[config.mk]
export PLATFORM = sky130hd
export DESIGN_NAME = txw_walker
export DESIGN_NICKNAME = d
export VERILOG_FILES = /design/src/rtl/txw_pkg.sv /design/src/rtl/txw_host_regs.sv /design/src/rtl/txw_req_acc.sv /design/src/rtl/txw_hdr_check.sv /design/src/rtl/txw_walk_fsm.sv /design/src/rtl/txw_walker.sv
export SDC_FILE = /design/constraint.sdc
export NUM_CORES = 1
export LEC_CHECK = 0
export BUFFER_PORTS_ARGS = -buffer_cell sky130_fd_sc_hd__buf_2
export CAP_MARGIN = 20
export CORE_MARGIN = 2
export CORE_UTILIZATION = 25
export DETAILED_ROUTE_END_ITERATION = 6
export PLACE_DENSITY_LB_ADDON = 0.12
export SETUP_SLACK_MARGIN = 0.15
export SLEW_MARGIN = 20
export SYNTH_ARGS = -nofsm -noshare
export SYNTH_HDL_FRONTEND = slang
export SYNTH_SLANG_ARGS = --single-unit
[constraint.sdc]
create_clock -name clk -period 4.6 [get_ports clk]
set_input_delay 0 -clock clk [delete_from_list [all_inputs] [get_ports clk]]
set_output_delay 0 -clock clk [all_outputs]
set_load 0.005 [all_outputs]
[src/rtl/txw_pkg.sv]
package txw_pkg;

   // host register selects
   localparam logic [2:0] SEL_ADDR_LO = 3'd0;
   localparam logic [2:0] SEL_ADDR_HI = 3'd1;
   localparam logic [2:0] SEL_CTL_SET = 3'd2;
   localparam logic [2:0] SEL_CTL_CLR = 3'd3;
   localparam logic [2:0] SEL_REQ     = 3'd4;

   // record type that redirects the read pointer
   localparam logic [15:0] LINK_KIND = 16'h1001;

   typedef struct packed {
      logic [15:0] kind;
      logic [15:0] len;
   } rec_hdr_t;

   typedef enum logic [3:0] {
      ST_HALT,
      ST_IDLE,
      ST_HDR_RQ,
      ST_HDR_WT,
      ST_LO_RQ,
      ST_LO_WT,
      ST_HI_RQ,
      ST_HI_WT,
      ST_ERR
   } walk_st_e;

endpackage

[src/rtl/txw_host_regs.sv]
module txw_host_regs
   import txw_pkg::*;
#(
   parameter int ADDR_W = 64
) (
   input  logic              clk,
   input  logic              rst_n,
   input  logic              host_we,
   input  logic [2:0]        host_sel,
   input  logic [31:0]       host_wdata,
   output logic              path_hold,
   output logic [ADDR_W-1:0] base_addr,
   output logic              req_pulse
);

   logic wr_set, wr_clr, wr_lo, wr_hi;

   assign wr_set    = host_we && (host_sel == SEL_CTL_SET) && host_wdata[0];
   assign wr_clr    = host_we && (host_sel == SEL_CTL_CLR) && host_wdata[0];
   assign wr_lo     = host_we && (host_sel == SEL_ADDR_LO) && path_hold;
   assign wr_hi     = host_we && (host_sel == SEL_ADDR_HI) && path_hold;
   assign req_pulse = host_we && (host_sel == SEL_REQ) && host_wdata[0];

   always_ff @(posedge clk or negedge rst_n) begin
      if (!rst_n)      path_hold <= 1'b1;
      else if (wr_set) path_hold <= 1'b1;
      else if (wr_clr) path_hold <= 1'b0;
   end

   generate
      if (ADDR_W > 32) begin : g_wide
         always_ff @(posedge clk or negedge rst_n) begin
            if (!rst_n) begin
               base_addr <= '0;
            end else begin
               if (wr_lo) base_addr[31:0]       <= host_wdata;
               if (wr_hi) base_addr[ADDR_W-1:32] <= host_wdata[ADDR_W-33:0];
            end
         end
      end else begin : g_narrow
         always_ff @(posedge clk or negedge rst_n) begin
            if (!rst_n)     base_addr <= '0;
            else if (wr_lo) base_addr <= host_wdata[ADDR_W-1:0];
         end
      end
   endgenerate

endmodule

[src/rtl/txw_req_acc.sv]
module txw_req_acc #(
   parameter int CNT_W = 8
) (
   input  logic clk,
   input  logic rst_n,
   input  logic clear,
   input  logic inc,
   input  logic dec,
   output logic pending
);

   localparam logic [CNT_W-1:0] CNT_MAX = {CNT_W{1'b1}};

   logic [CNT_W-1:0] cnt;

   always_ff @(posedge clk or negedge rst_n) begin
      if (!rst_n) begin
         cnt <= '0;
      end else if (clear) begin
         cnt <= '0;
      end else begin
         case ({inc, dec})
            2'b10:   if (cnt != CNT_MAX) cnt <= cnt + 1'b1;
            2'b01:   if (cnt != '0)      cnt <= cnt - 1'b1;
            default: cnt <= cnt;
         endcase
      end
   end

   assign pending = (cnt != '0);

endmodule

[src/rtl/txw_hdr_check.sv]
module txw_hdr_check
   import txw_pkg::*;
#(
   parameter int ALIGN_BYTES = 4
) (
   input  logic [31:0] word,
   output logic [15:0] len,
   output logic        is_link,
   output logic        bad
);

   localparam logic [15:0] AL_MASK = 16'(ALIGN_BYTES - 1);

   rec_hdr_t hdr;
   logic     misalign;

   assign hdr     = rec_hdr_t'(word);
   assign len     = hdr.len;
   assign is_link = (hdr.kind == LINK_KIND);

   generate
      if (ALIGN_BYTES > 1) begin : g_align
         assign misalign = |(hdr.len & AL_MASK);
      end else begin : g_noalign
         assign misalign = 1'b0;
      end
   endgenerate

   assign bad = (hdr.len == 16'd0) || misalign;

endmodule

[src/rtl/txw_walk_fsm.sv]
module txw_walk_fsm
   import txw_pkg::*;
#(
   parameter int ADDR_W = 64
) (
   input  logic              clk,
   input  logic              rst_n,
   input  logic              hold,
   input  logic [ADDR_W-1:0] base,
   input  logic              pending,
   input  logic              rsp_vld,
   input  logic [31:0]       rsp_data,
   input  logic [15:0]       hdr_len,
   input  logic              hdr_is_link,
   input  logic              hdr_bad,
   output logic              rd_req,
   output logic [ADDR_W-1:0] rd_addr,
   output logic              consume,
   output logic              msg_vld,
   output logic [ADDR_W-1:0] msg_addr,
   output logic [15:0]       msg_size,
   output logic              link_evt,
   output logic              err_flag
);

   walk_st_e          st;
   logic [ADDR_W-1:0] ptr;
   logic [31:0]       lo_word;
   logic [ADDR_W-1:0] link_target;

   generate
      if (ADDR_W > 32) begin : g_wide
         assign link_target = {rsp_data[ADDR_W-33:0], lo_word};
      end else begin : g_narrow
         assign link_target = lo_word[ADDR_W-1:0];
      end
   endgenerate

   always_comb begin
      rd_req  = 1'b0;
      rd_addr = ptr;
      case (st)
         ST_HDR_RQ: rd_req = 1'b1;
         ST_LO_RQ: begin rd_req = 1'b1; rd_addr = ptr + ADDR_W'(4); end
         ST_HI_RQ: begin rd_req = 1'b1; rd_addr = ptr + ADDR_W'(8); end
         default: ;
      endcase
   end

   assign consume = (st == ST_HDR_WT) && rsp_vld && !hdr_bad && !hdr_is_link && !hold;

   always_ff @(posedge clk or negedge rst_n) begin
      if (!rst_n) begin
         st       <= ST_HALT;
         ptr      <= '0;
         lo_word  <= '0;
         msg_vld  <= 1'b0;
         msg_addr <= '0;
         msg_size <= '0;
         link_evt <= 1'b0;
         err_flag <= 1'b0;
      end else begin
         msg_vld  <= 1'b0;
         link_evt <= 1'b0;
         if (hold) begin
            st       <= ST_HALT;
            ptr      <= base;
            err_flag <= 1'b0;
         end else begin
            case (st)
               ST_HALT:   st <= ST_IDLE;
               ST_IDLE:   if (pending) st <= ST_HDR_RQ;
               ST_HDR_RQ: st <= ST_HDR_WT;
               ST_HDR_WT: if (rsp_vld) begin
                  if (hdr_bad) begin
                     err_flag <= 1'b1;
                     st       <= ST_ERR;
                  end else if (hdr_is_link) begin
                     st <= ST_LO_RQ;
                  end else begin
                     msg_vld  <= 1'b1;
                     msg_addr <= ptr;
                     msg_size <= hdr_len;
                     ptr      <= ptr + ADDR_W'(hdr_len);
                     st       <= ST_IDLE;
                  end
               end
               ST_LO_RQ:  st <= ST_LO_WT;
               ST_LO_WT:  if (rsp_vld) begin
                  lo_word <= rsp_data;
                  st      <= ST_HI_RQ;
               end
               ST_HI_RQ:  st <= ST_HI_WT;
               ST_HI_WT:  if (rsp_vld) begin
                  ptr      <= link_target;
                  link_evt <= 1'b1;
                  st       <= ST_IDLE;
               end
               default:   st <= ST_ERR;
            endcase
         end
      end
   end

endmodule

[src/rtl/txw_walker.sv]
module txw_walker
   import txw_pkg::*;
#(
   parameter int ADDR_W      = 64,
   parameter int CNT_W       = 8,
   parameter int ALIGN_BYTES = 4
) (
   input  logic              clk,
   input  logic              rst_n,
   input  logic              host_we,
   input  logic [2:0]        host_sel,
   input  logic [31:0]       host_wdata,
   output logic              mem_rd_req,
   output logic [ADDR_W-1:0] mem_rd_addr,
   input  logic              mem_rd_vld,
   input  logic [31:0]       mem_rd_data,
   output logic              msg_vld,
   output logic [ADDR_W-1:0] msg_addr,
   output logic [15:0]       msg_size,
   output logic              link_evt,
   output logic              err_flag
);

   generate
      if (ADDR_W < 16 || ADDR_W > 64) begin : g_bad_addr_w
         $error("txw_walker: ADDR_W must lie in 16..64");
      end
      if (CNT_W < 1 || CNT_W > 16) begin : g_bad_cnt_w
         $error("txw_walker: CNT_W must lie in 1..16");
      end
      if (ALIGN_BYTES < 1 || (ALIGN_BYTES & (ALIGN_BYTES - 1)) != 0) begin : g_bad_align
         $error("txw_walker: ALIGN_BYTES must be a power of two");
      end
   endgenerate

   logic              path_hold;
   logic [ADDR_W-1:0] base_addr;
   logic              req_pulse;
   logic              pending;
   logic              consume;
   logic [15:0]       hdr_len;
   logic              hdr_is_link;
   logic              hdr_bad;

   txw_host_regs #(.ADDR_W(ADDR_W)) regs_i (
      .clk        (clk),
      .rst_n      (rst_n),
      .host_we    (host_we),
      .host_sel   (host_sel),
      .host_wdata (host_wdata),
      .path_hold  (path_hold),
      .base_addr  (base_addr),
      .req_pulse  (req_pulse)
   );

   txw_req_acc #(.CNT_W(CNT_W)) acc_i (
      .clk     (clk),
      .rst_n   (rst_n),
      .clear   (path_hold),
      .inc     (req_pulse),
      .dec     (consume),
      .pending (pending)
   );

   txw_hdr_check #(.ALIGN_BYTES(ALIGN_BYTES)) hdr_i (
      .word    (mem_rd_data),
      .len     (hdr_len),
      .is_link (hdr_is_link),
      .bad     (hdr_bad)
   );

   txw_walk_fsm #(.ADDR_W(ADDR_W)) fsm_i (
      .clk         (clk),
      .rst_n       (rst_n),
      .hold        (path_hold),
      .base        (base_addr),
      .pending     (pending),
      .rsp_vld     (mem_rd_vld),
      .rsp_data    (mem_rd_data),
      .hdr_len     (hdr_len),
      .hdr_is_link (hdr_is_link),
      .hdr_bad     (hdr_bad),
      .rd_req      (mem_rd_req),
      .rd_addr     (mem_rd_addr),
      .consume     (consume),
      .msg_vld     (msg_vld),
      .msg_addr    (msg_addr),
      .msg_size    (msg_size),
      .link_evt    (link_evt),
      .err_flag    (err_flag)
   );

endmodule

-- After elaboration in Yosys (flattened, before gate mapping)
Cells that the tools add are included.
- input bits: 71
- register bits: 256
- logic and storage cells: 113
- output and inout bits: 148
- reduce and logical (&&, ||, !) cells: 36
- bitwise logic cells: 3
- add/sub/neg operators: 5
- equal/unequal tests: 23
- muxes and demuxes: 34
- operator list (cell ; number):
    two-way mux 64 bit ; 5
    case mux 64 bit (2 select lines) ; 2
    adder 64 x 16 -> 64 bit ; 1
    adder 64 x 3 -> 64 bit, second input constant ; 1
    adder 64 x 4 -> 64 bit, second input constant ; 1
    case mux 4 bit (8 select lines) ; 1
    two-way mux 4 bit ; 6
    two-way mux 8 bit ; 3
    inequality test 3 bit, second input constant ; 6
    equality test 16 x 13 -> 1 bit, second input constant ; 1
    equality test 4 x 3 -> 1 bit, second input constant ; 4
    zero test 16 bit ; 1
    case mux 8 bit (2 select lines) ; 1
    two-way mux 1 bit ; 15
    logical AND 1 bit ; 14
    AND reduction 5 bit ; 2
    AND reduction 3 bit ; 3
    adder 8 x 1 -> 8 bit, second input constant ; 1
    equality test 4 x 2 -> 1 bit, second input constant ; 2
    inequality test 8 bit, second input constant ; 1
    nonzero test 2 bit ; 4
    nonzero test 8 bit ; 1
    subtractor 8 x 1 -> 8 bit, second input constant ; 1
    equality test 3 x 2 -> 1 bit, second input constant ; 2
    16 further kinds ; 22

-- Logic depth before layout (Yosys ltp)
Gate-level depths: netlist (run 1).
- depth after elaboration: 9
- mapped depth: 17
- gate-level depth less buffers: 16

-- Modules after synthesis
A second synthesis (run 1) with hierarchy kept.
- cell total of the unflattened synthesis: 1564
- area, all modules: 14460.1 um^2
- modules (own cells, without submodules) (module ; area each (um^2) ; times used ; cells an instance):
    txw_walk_fsm ; 11038.1 ; 1 ; 1311
    txw_host_regs ; 2487.4 ; 1 ; 143
    txw_req_acc ; 739.5 ; 1 ; 82
    txw_hdr_check ; 195.2 ; 1 ; 28

-- Worst setup path after synthesis (run 1)
No wires, ideal clock.
- path kind: register to register
- from: reg fsm_i.st[2]
- to: reg acc_i.cnt[7]
- data arrival time: 2.920 ns
- setup slack: 1.576 ns
- cell stages (with the launch flop): 18
- buffers on the path: 2
- path through: dfrtp_1 -> clkbuf_1 -> nor3_1 -> and4_1 -> buf_2 -> nand2_1 -> inv_2 -> nand2_1 -> inv_1 -> ha_1 -> a21oi_1 -> o21ai_0 -> a21oi_1 -> o21bai_1 -> a21oi_1 -> xor2_1 -> nand4_1 -> o311ai_1
- cells in the longest elaborated chain, start to end: 8
- elaborated cells between the ends (all ways): 13
- ends and longest elaborated chain (what ; RTL line ; source):
    start: declaration ; txw_walk_fsm.sv:26 ; walk_st_e st;
    start signal: assignment ; txw_walk_fsm.sv:54 ; st <= ST_HALT;
    start signal: assignment ; txw_walk_fsm.sv:66 ; st <= ST_HALT;
    start signal: assignment ; txw_walk_fsm.sv:71 ; ST_HALT: st <= ST_IDLE;
    equality test 4 x 2 -> 1 bit (*) ; txw_walk_fsm.sv:50 ; assign consume = (st == ST_HDR_WT) && rsp_vld && !hdr_bad && !hdr_is_link && !hold;
    logical AND 1 bit (*) (4 in a row) ; txw_walk_fsm.sv:50 ;
    equality test 2 x 1 -> 1 bit or equality test 2 bit (tied branches) ; txw_req_acc.sv:22 ; case ({inc, dec})
    inequality test 3 x 2 -> 1 bit (no line), or another cell as far along ; -- ;
    AND reduction 3 bit (no line) or two-way mux 8 bit (tied branches) ; -- ;
    end signal: assignment ; txw_req_acc.sv:23 ; 2'b10: if (cnt != CNT_MAX) cnt <= cnt + 1'b1;
    end signal: assignment ; txw_req_acc.sv:24 ; 2'b01: if (cnt != '0) cnt <= cnt - 1'b1;
    end signal: assignment ; txw_req_acc.sv:25 ; default: cnt <= cnt;
    end: declaration ; txw_req_acc.sv:14 ; logic [CNT_W-1:0] cnt;
Mark *: on every way between the ends. The rest lies on a longest branch, timed or not.
A chain may end at the register's enable or synchronous reset.

-- Final worst setup path (run 1)
- from: in mem_rd_data[19]
- to: reg acc_i.cnt[7]
- cells in the longest elaborated chain, start to end: 7
- elaborated cells between the ends (all ways): 12
- ends and longest elaborated chain (what ; RTL line ; source):
    start: declaration ; txw_walker.sv:16 ; input logic [31:0] mem_rd_data,
    equality test 16 x 13 -> 1 bit (*) ; txw_hdr_check.sv:19 ; assign is_link = (hdr.kind == LINK_KIND);
    zero test 1 bit (*) ; txw_walk_fsm.sv:50 ;
    logical AND 1 bit (*) (2 in a row) ; txw_walk_fsm.sv:50 ;
    equality test 2 x 1 -> 1 bit or equality test 2 bit (tied branches) ; txw_req_acc.sv:22 ;
    inequality test 3 x 2 -> 1 bit (no line), or another cell as far along ; -- ;
    AND reduction 3 bit (no line) or two-way mux 8 bit (tied branches) ; -- ;
Marked as above.

==> results of run 1 <==
==> path summary, 6_finish.rpt <==
check | depth (start not counted) | slack, ns | start | to
worst max-delay path | 18 | 0.65 | mem_rd_data[19] | acc_i.cnt[7]
worst min-delay path | 2 | -0.01 | rst_n | fsm_i.msg_addr[2]
worst max register to register | 16 | 0.99 | fsm_i.st[1] | acc_i.cnt[7]
worst min register to register | 2 | 0.47 | fsm_i.msg_addr[42] | fsm_i.msg_addr[42]
max in group asynchronous | 3 | 3.30 | rst_n | fsm_i.msg_addr[55]
min in group clk | 5 | 0.09 | host_we | acc_i.cnt[7]
==> metal layers <==
metal,global-route usage,part of all wire,vias up
li1,-,-,5895
met1,0.2963,0.47,6498
met2,0.3295,0.46,357
met3,0.02917,0.042,80
met4,0.06397,0.027,0
met5,0,0,-
==> repair_timing <==
item,CTS,global route
hold endpoints to repair,218,0
endpoints found under the setup margin,14,5
pin swaps,0,0
resized for setup,2,0
hold buffers,68,0
buffers inserted,0,3
==> metrics by stage <==
step	total power [W]	std cells	instance area, um2	utilization
floorplan	0.005623	1511	14010	-
global placement	0.007259	2401	15890	0.2874
detailed placement	0.007271	2401	15890	0.2874
CTS	0.01030	2535	17820	0.3222
global route	0.01083	2539	17850	0.3227
finish	0.01021	2540	17850	0.3228
==> synthesized netlist by cell type, types with 24 or more instances <==
library cell	count
nand2_1	325
dfrtp_1	255
nor2_1	84
clkbuf_1	71
mux2_2	68
xnor2_1	59
o21ai_0	53
a21oi_1	44
nand3_1	44
nor3_1	32
o21ai_1	32
xor2_1	32
mux2_1	30
nand4_1	30
and3_1	26
ha_1	24
==> cells by family after synthesis <==
kind of cell    count (synthesis)  synth area share
compound gates                286            0.1363
xor+xnor                       91           0.05687
fa+ha+maj                      26           0.02428
buf+inv                       127           0.03741
flops                         256            0.4572
mux                           101           0.08089
simple gates                  624            0.2070
==> report_power, final <==
group	switching (W)	total [W]	internal, W
sequential	0.00109	0.00403	0.00294
clock	0.00111	0.00290	0.00180
combinational	0.00181	0.00327	0.00146
total	0.00401	0.0102	0.00620
==> critical path: cells and delay by family <==
| kind | cells | cell delay [ns] |
|---|---|---|
| adder cells (fa/ha/maj) | 1 | 0.30 |
| buffers and inverters | 4 | 0.92 |
| AO/OA/AOI/OAI | 6 | 0.88 |
| AND/OR/NAND/NOR | 6 | 2.08 |
| XOR/XNOR | 1 | 0.20 |
==> sequential cells by signal, summed over array words and instances (netlist names) <==
register,flops
fsm_i.msg_addr,64
fsm_i.msg_size,16
regs_i.base_addr,64
regs_i.path_hold,1
fsm_i.st,4
fsm_i.link_evt,1
acc_i.cnt,8
fsm_i.err_flag,1
fsm_i.lo_word,32
fsm_i.msg_vld,1
fsm_i.ptr,64
==> cell type report <==
class | count | share of cell area
clock inverters | 13 | 0.009042
diodes | 2 | 0.0002804
multi-input cells | 1128 | 0.3990
well taps | 748 | 0.05243
flip-flops and latches | 256 | 0.3589
inverters | 22 | 0.004626
repair buffers | 318 | 0.1154
clock buffers | 53 | 0.06035
==> flow_metrics.py, run 1 <==
metrics = {
    "cells_and_area": {
        "multiInputGateArea_um2": 7122,
        "drive_gt1_frac": 0.2207,
        "area_growth_pct": 27.37,
        "nFillCells": 5870,
        "layout_common_cells": "324 x nand2_1, 255 x dfrtp_1, 217 x buf_2",
        "mostFrequentLayoutCell": "nand2_1",
        "nets": 1859,
        "seqCellArea_um2": 6407,
    },
    "global_route": {
        "antenna_found_initial": 2,
        "grt_use_total": 0.2090,
        "first_global_vias": 12880,
        "grt_first_pass_wirelength_um": 88830,
        "grt-ovfl-total": 0,
        "grt_max_degree": 118,
    },
    "critical_path": {
        "critPathMostFrequentCell": "a21oi_1",
        "cp_slowest_cell": "nor4b_1",
        "end_kind": "register",
        "cp.required_ns": 5.05,
        "path_class": "in2reg",
        "slowest_delay_ns": 0.84,
        "crit_fanout": 9,
        "arrival_ns": 4.40,
        "cp-start-kind": "primary input",
        "path_cells": "dlygate4sd3_1 > buf_2 > nor4b_1 > nand4_1 > and4_1 > nand2_4 > inv_2 > nand2_1 > inv_1 > ha_1 > a21oi_1 > o21ai_0 > a21oi_1 > o21bai_1 > a21oi_1 > xor2_1 > nand4_1 > o311ai_1",
    },
    "synth": {
        "synth_flop_cell": "dfrtp_1",
        "syn_nets": 1608,
        "syn_inst": 1511,
        "synth_edf_count": 0,
        "synth.distinct_cells": 82,
        "ys_warn_count": 0,
        "synthArstFlopShare": 1.000,
        "syn_area_per_cell_um2": 9.275,
        "seq_area_frac_synth": 0.4572,
        "synth_largest_area_cell": "dfrtp_1",
        "yosys-top-cells-area": "dfrtp_1 46%, nand2_1 8.7%, mux2_2 5.5%, xnor2_1 3.7%, mux2_1 2.4%",
        "synthesis.area_um2": 14010,
        "yosysTopAreaCellShare": 0.4553,
        "yosys_register_bits": 256,
    },
    "clock_network": {
        "cts_tree": "done",
        "cts_buffers": 36,
        "clockRootBuffer": "clkbuf_16",
        "cts_buffer_depth": 3,
        "clock_sinks": 256,
        "ctsHtreeMaxLevel": 2,
        "clk_pin_slew_worst_paths_ns": 0.06,
        "insertion_delay_ns": 0.55,
    },
    "floorplan": {
        "initial_utilization": 0.2534,
        "core_area_um2": 55310,
        "fp.dieH_um": 240.8,
        "fp-row-count": 86,
        "dieArea_um2": 57970,
        "io_pins": 219,
        "die_w_um": 240.8,
    },
    "power": {
        "powerDensity_nw_per_um2": 571.7,
        "ir_drop_mv": 0.2054,
        "total_leakage_power_nw": 8.386,
    },
    "timing": {
        "tightest_slew_ns": 0.9626,
        "fin_skew_ns": 0.01820,
        "hold_viol": 1,
        "timing.fmax_mhz": 253.1,
        "fin_crit_ns": 3.951,
        "slew_headroom": 0.3492,
        "setup_ws_ns": 0.6486,
        "grt_setup_unrepaired": "no",
        "drv_slew": 0,
        "setup_tns_ns": 0,
        "fin_hold_ws_ns": -0.01161,
        "fin_crit_sh": 0.8590,
        "setup_viol_count_final": 0,
    },
    "route": {
        "wl_per_cell_um": 23.82,
        "drc": 0,
        "viasPerCell": 5.051,
        "drtIter0Drc": 889,
        "drt_first_pass_iters": 6,
        "postRouteAntennaNets": 0,
        "routed_wl_um": 60510,
        "vias": 12830,
    },
    "placed_design": {
        "place_congestion": 0.8912,
        "pre_cts_ws_ns": 0.4306,
        "hpwl_um": 43420,
        "io_buffers": 218,
    },
    "status": {
        "violations": "hold timing",
        "status": "finished, violations left",
    },
    "min_path": {
        "worst_hold_path_type": "in2async",
    },
    "job": {
        "cap_viol_max_count": 0,
    },
}
Note: power is estimated with default switching activity, not from simulation.
==> run 2, diff against run 1 <==
--- a/config.mk
+++ b/config.mk
@@ -9,6 +9,7 @@
 export CAP_MARGIN = 20
 export CORE_MARGIN = 2
 export CORE_UTILIZATION = 25
+export CTS_BUF_LIST = sky130_fd_sc_hd__clkbuf_8
 export DETAILED_ROUTE_END_ITERATION = 6
 export PLACE_DENSITY_LB_ADDON = 0.12
 export SETUP_SLACK_MARGIN = 0.15
==> run 2 against run 1 <==
  * The run now ends clean
  * Critical path depth down 9
  * Highest routed layer unchanged
  * Largest cell class unchanged
  * Sequential cell count did not move
  * Non-clock buffer count increased by 4
==> flow_metrics.py, run 2 (synthesized netlist as in run 1, its figures left out) <==
metrics = {
    "route": {
        "vias": 12800,
        "drtIter0Drc": 1055,
        "wl_per_cell_um": 23.77,
        "drc": 0,
        "drt_first_pass_iters": 6,
        "viasPerCell": 4.987,
        "routed_wl_um": 61010,
        "postRouteAntennaNets": 0,
    },
    "timing": {
        "grt_setup_unrepaired": "no",
        "setup_viol_count_final": 0,
        "hold_viol": 0,
        "fin_crit_sh": 0.8766,
        "timing.fmax_mhz": 248.0,
        "setup_ws_ns": 0.5678,
        "tightest_slew_ns": 1.010,
        "fin_skew_ns": 0.02223,
        "setup_tns_ns": 0,
        "fin_hold_ws_ns": 0.1095,
        "slew_headroom": 0.3170,
        "drv_slew": 0,
        "fin_crit_ns": 4.032,
    },
    "floorplan": {
        "core_area_um2": 55310,
        "io_pins": 219,
        "fp.dieH_um": 240.8,
        "dieArea_um2": 57970,
        "die_w_um": 240.8,
        "initial_utilization": 0.2534,
        "fp-row-count": 86,
    },
    "global_route": {
        "grt_max_degree": 118,
        "grt_first_pass_wirelength_um": 89430,
        "grt-ovfl-total": 0,
        "first_global_vias": 12970,
        "grt_use_total": 0.2107,
        "antenna_found_initial": 3,
    },
    "placed_design": {
        "io_buffers": 218,
        "pre_cts_ws_ns": 0.4306,
        "place_congestion": 0.8912,
        "hpwl_um": 43420,
    },
    "critical_path": {
        "path_class": "reg2out",
        "cp-start-kind": "register",
        "end_kind": "output pin",
        "arrival_ns": 4.03,
        "r2r_cells": 16,
        "r2r_slack_ns": 0.96,
        "reg2reg_from": "fsm_i.st[1]",
        "reg2reg_to": "acc_i.cnt[7]",
        "crit_fanout": 11,
        "cp.required_ns": 4.60,
    },
    "clock_network": {
        "insertion_delay_ns": 0.65,
        "clk_pin_slew_worst_paths_ns": 0.06,
        "cts_buffer_depth": 3,
        "clockRootBuffer": "clkbuf_8",
        "cts_tree": "done",
        "ctsHtreeMaxLevel": 2,
        "clock_sinks": 256,
        "cts_buffers": 50,
    },
    "cells_and_area": {
        "top_regs": "fsm_i.msg_addr x64, fsm_i.ptr x64, regs_i.base_addr x64",
        "layout_common_cells": "324 x nand2_1, 255 x dfrtp_1, 217 x buf_2",
        "final_util": 0.3197,
        "area_growth_pct": 26.17,
        "nets": 1877,
        "drive_gt1_frac": 0.2251,
        "mostFrequentLayoutCell": "nand2_1",
    },
    "min_path": {
        "worst_hold_path_type": "in2reg",
        "min_path_cells": 6,
        "whs_endpoint": "acc_i.cnt[7]",
        "hold_start": "host_sel[2]",
    },
    "power": {
        "ir_drop_mv": 0.1931,
        "total_leakage_power_nw": 8.384,
        "powerDensity_nw_per_um2": 545.7,
    },
    "job": {
        "cap_viol_max_count": 0,
    },
    "status": {
        "status": "finished, final reports clean",
    },
}
[run 2: changes by cell type in the layout (fill, tap and decap cells not counted)]
cell,before,now
inv_8,0,1
clkinv_4,2,0
clkinv_2,6,2
inv_1,20,38
clkbuf_16,38,0
buf_16,0,1
clkbuf_8,7,66
clkinvlp_4,1,2
bufinv_16,3,0
clkinv_8,1,0
clkbuf_1,8,0
dlygate4sd3_1,68,71
[run 2: through the flow]
stage	total power, W	std cells	area [um2]
2_1_floorplan	0.005623	1511	14010
3_3_place_gp	0.007259	2401	15890
3_5_place_dp	0.007271	2401	15890
4_1_cts	0.009748	2562	17650
5_1_grt	0.01030	2567	17680
6_report	0.009649	2567	17680
[run 2: worst max-delay path by stage]
| stage | startpoint | to | slack (ns) | depth (start not counted) |
|---|---|---|---|---|
| 5_1_grt | fsm_i.st[2] | mem_rd_addr[39] | 0.33 | 9 |
| 3_3_place_gp | fsm_i.st[2] | mem_rd_addr[39] | 0.46 | 9 |
| 4_1_cts | fsm_i.st[2] | mem_rd_addr[39] | 0.22 | 9 |
| 3_5_place_dp | fsm_i.st[2] | mem_rd_addr[39] | 0.43 | 9 |
| 6_report | fsm_i.st[2] | mem_rd_addr[39] | 0.57 | 9 |
| 2_1_floorplan | fsm_i.st[2] | acc_i.cnt[7] | 1.58 | 17 |
[run 2: repair_timing]
action,CTS,global route
setup endpoints to repair,17,12
setup buffers,0,3
gates resized for setup,2,0
hold buffers,72,0
endpoints found under the hold margin,318,0
[run 2: per-layer routing]
layer  part of all wire  GRT usage  vias up
met4              0.024    0.05817        0
met3              0.049    0.03477       83
met5                  0          0        -
met2               0.46     0.3314      350
li1                   -          -     5924
met1               0.47     0.2983     6445
[run 2: cell type report]
class,count,area (um2)
antenna,2,5.005
clock buffer,66,908.4
clock inverter,23,103.9
fill,5905,37630
inverter,22,82.58
multi-input combinational,1128,7122
sequential,256,6407
tap,748,935.9
timing repair buffer,322,2117
[run 2: power breakdown]
| group | switching (W) | internal, W | leakage [nW] |
|---|---|---|---|
| clock | 0.00107 | 0.00127 | 0.585 |
| sequential | 0.00109 | 0.00294 | 3.35 |
| combinational | 0.00181 | 0.00147 | 4.45 |
| total | 0.00397 | 0.00568 | 8.38 |
[run 2: critical path, stage by stage (launching register included)]
cell      delay, ns
dfrtp_1        0.53
nor3b_4        0.35
o211ai_1       0.35
nor2_2         0.50
and3_1         0.37
nand3_2        0.22
nor2_1         0.47
nand2_1        0.13
xnor2_1        0.28
buf_2          0.18
==> run 3, diff against run 2 <==
--- a/config.mk
+++ b/config.mk
@@ -8,9 +8,10 @@
 export BUFFER_PORTS_ARGS = -buffer_cell sky130_fd_sc_hd__buf_2
 export CAP_MARGIN = 20
 export CORE_MARGIN = 2
-export CORE_UTILIZATION = 25
+export CORE_UTILIZATION = 60
 export CTS_BUF_LIST = sky130_fd_sc_hd__clkbuf_8
 export DETAILED_ROUTE_END_ITERATION = 6
+export GPL_ROUTABILITY_DRIVEN = 0
 export PLACE_DENSITY_LB_ADDON = 0.12
 export SETUP_SLACK_MARGIN = 0.15
 export SLEW_MARGIN = 20
==> run 3 against run 2 <==
  * The run now ends with DRC left
  * Register-to-register slack lost 0.22 ns
  * First-iteration DRC count grew 48%
  * Setup slack lost 0.21 ns
  * Worst hold slack got worse by 0.063 ns
==> flow_metrics.py, run 3 (synthesized netlist as in run 1, its figures left out) <==
metrics = {
    "status": {
        "status": "finished, violations left",
        "violations": "DRC",
    },
    "global_route": {
        "grt-ovfl-total": 0,
        "grt_use_met1": 0.5180,
        "first_global_vias": 12560,
        "grt_first_pass_wirelength_um": 69860,
        "grt_use_total": 0.3686,
        "grt_max_degree": 156,
        "use_met3": 0.08059,
        "gr-usage-met2": 0.5614,
        "globalRoute.busiestLayer": "met2",
        "antenna_found_initial": 0,
    },
    "timing": {
        "hold_viol": 0,
        "fin_crit_sh": 0.9214,
        "grt_setup_unrepaired": "no",
        "setup_tns_ns": 0,
        "tightest_slew_ns": 1.030,
        "drv_slew": 0,
        "slew_headroom": 0.3131,
        "fin_hold_ws_ns": 0.04606,
        "fin_crit_ns": 4.238,
        "fin_skew_ns": 0.02113,
        "timing.fmax_mhz": 235.9,
        "setup_viol_count_final": 0,
    },
    "power": {
        "powerDensity_nw_per_um2": 538.5,
        "ir_drop_mv": 0.2811,
        "total_leakage_power_nw": 8.217,
    },
    "critical_path": {
        "cp_slowest_cell": "nor3_1",
        "reg2reg_from": "fsm_i.st[1]",
        "crit_fanout": 11,
        "end_kind": "output pin",
        "slowest_delay_ns": 0.83,
        "cp_top_family": "simple AND/OR/NAND/NOR gates",
        "cp.required_ns": 4.60,
        "arrival_ns": 4.24,
        "path_cells": "nor3b_2 > nand3_1 > nor2_1 > nand4_1 > nor3_1 > nand2_1 > xnor2_1 > buf_2",
        "crit_start": "fsm_i.st[2]",
        "path_class": "reg2out",
        "cp-start-kind": "register",
        "crit_buf_inv": 1,
    },
    "floorplan": {
        "dieArea_um2": 24600,
        "die_w_um": 156.8,
        "fp.dieH_um": 156.8,
        "initial_utilization": 0.6153,
        "io_pins": 219,
        "fp-row-count": 55,
        "core_area_um2": 22780,
    },
    "clock_network": {
        "cts_buffers": 43,
        "cts_tree": "done",
        "clock_sinks": 256,
        "cts_buffer_depth": 3,
        "ctsHtreeMaxLevel": 2,
        "clockRootBuffer": "clkbuf_8",
        "cts_resized": 0,
        "insertion_delay_ns": 0.56,
        "clk_pin_slew_worst_paths_ns": 0.06,
        "postCtsSetupBuffers": 0,
    },
    "route": {
        "wl_per_cell_um": 21.57,
        "postRouteAntennaNets": 0,
        "viasPerCell": 6.265,
        "drc": 1,
        "drtIter0Drc": 1562,
        "drt_first_pass_iters": 7,
        "vias": 13180,
        "routed_wl_um": 45370,
    },
    "cells_and_area": {
        "layout_common_cells": "324 x nand2_1, 255 x dfrtp_1, 217 x buf_2",
        "nets": 1856,
        "nFillCells": 1665,
        "final_cells": 2103,
        "top_regs": "fsm_i.msg_addr x64, fsm_i.ptr x64, regs_i.base_addr x64",
        "mostFrequentLayoutCell": "nand2_1",
        "drive_gt1_frac": 0.2145,
        "n_antenna_cell": 0,
        "area_growth_pct": 19.88,
    },
    "min_path": {
        "hold_start": "host_we",
        "worst_hold_path_type": "in2reg",
    },
    "job": {
        "cap_viol_max_count": 0,
    },
    "placed_design": {
        "io_buffers": 218,
        "dp.cells": 1959,
        "hpwl_um": 30870,
    },
}
[run 3: worst paths after layout]
check | end | slack, ns | cells past startpoint
max in group asynchronous | regs_i.base_addr[54] | 3.19 | 3
min in group asynchronous | fsm_i.msg_addr[1] | 0.07 | 2
worst max-delay path | mem_rd_addr[60] | 0.36 | 8
worst min-delay path | acc_i.cnt[7] | 0.05 | 5
worst min register to register | fsm_i.msg_size[3] | 0.47 | 2
worst max register to register | acc_i.cnt[2] | 0.74 | 9
[run 3: worst reg2reg max path, cell delays in order, from the launching register on]
cell and delay (ns):
dfrtp_1 0.62, nand2_1 0.18, nor3_1 0.29, and4_1 0.50
nand2_4 0.08, inv_2 0.08, buf_4 0.68, a21oi_1 0.15
a21oi_1 0.76, mux2_2 0.41
[run 3: metrics by stage]
stage / setup slack [ns] / total power, W / util / area, um2
global route: 0.1743 / 0.009552 / 0.7376 / 16800
detailed placement: 0.7947 / 0.006899 / 0.6704 / 15270
floorplan: 1.576 / 0.005623 / - / 14010
CTS: 0.4927 / 0.008958 / 0.7376 / 16800
global placement: 0.9860 / 0.006803 / 0.6704 / 15270
finish: 0.3617 / 0.009048 / 0.7376 / 16800
[run 3: what timing repair did]
| item | 4_1_cts | 5_1_grt |
|---|---|---|
| setup endpoints to repair | 0 | 0 |
| hold buffers | 68 | 0 |
| hold endpoints to repair | 243 | 0 |
[run 3: layer usage]
metal | routed length, um | up-vias
met1 | 18740 | 6341
met2 | 19960 | 820
met5 | 0 | -
met4 | 1630 | 0
met3 | 5041 | 151
li1 | - | 5863
[run 3: where the power goes]
part	switching, W	internal [W]
clock	0.000922	0.00108
sequential	0.00104	0.00294
combinational	0.00163	0.00144
total	0.00359	0.00546
[run 3: layout make-up]
| class | instances | area (um2) | share of cell area |
|---|---|---|---|
| well taps | 313 | 391.6 | 0.02331 |
| clock buffers | 56 | 770.7 | 0.04587 |
| multi-input cells | 1128 | 7111 | 0.4232 |
| clock inverters | 20 | 78.83 | 0.004692 |
| flip-flops and latches | 256 | 6407 | 0.3814 |
| repair buffers | 308 | 1959 | 0.1166 |
| inverters | 22 | 82.58 | 0.004915 |
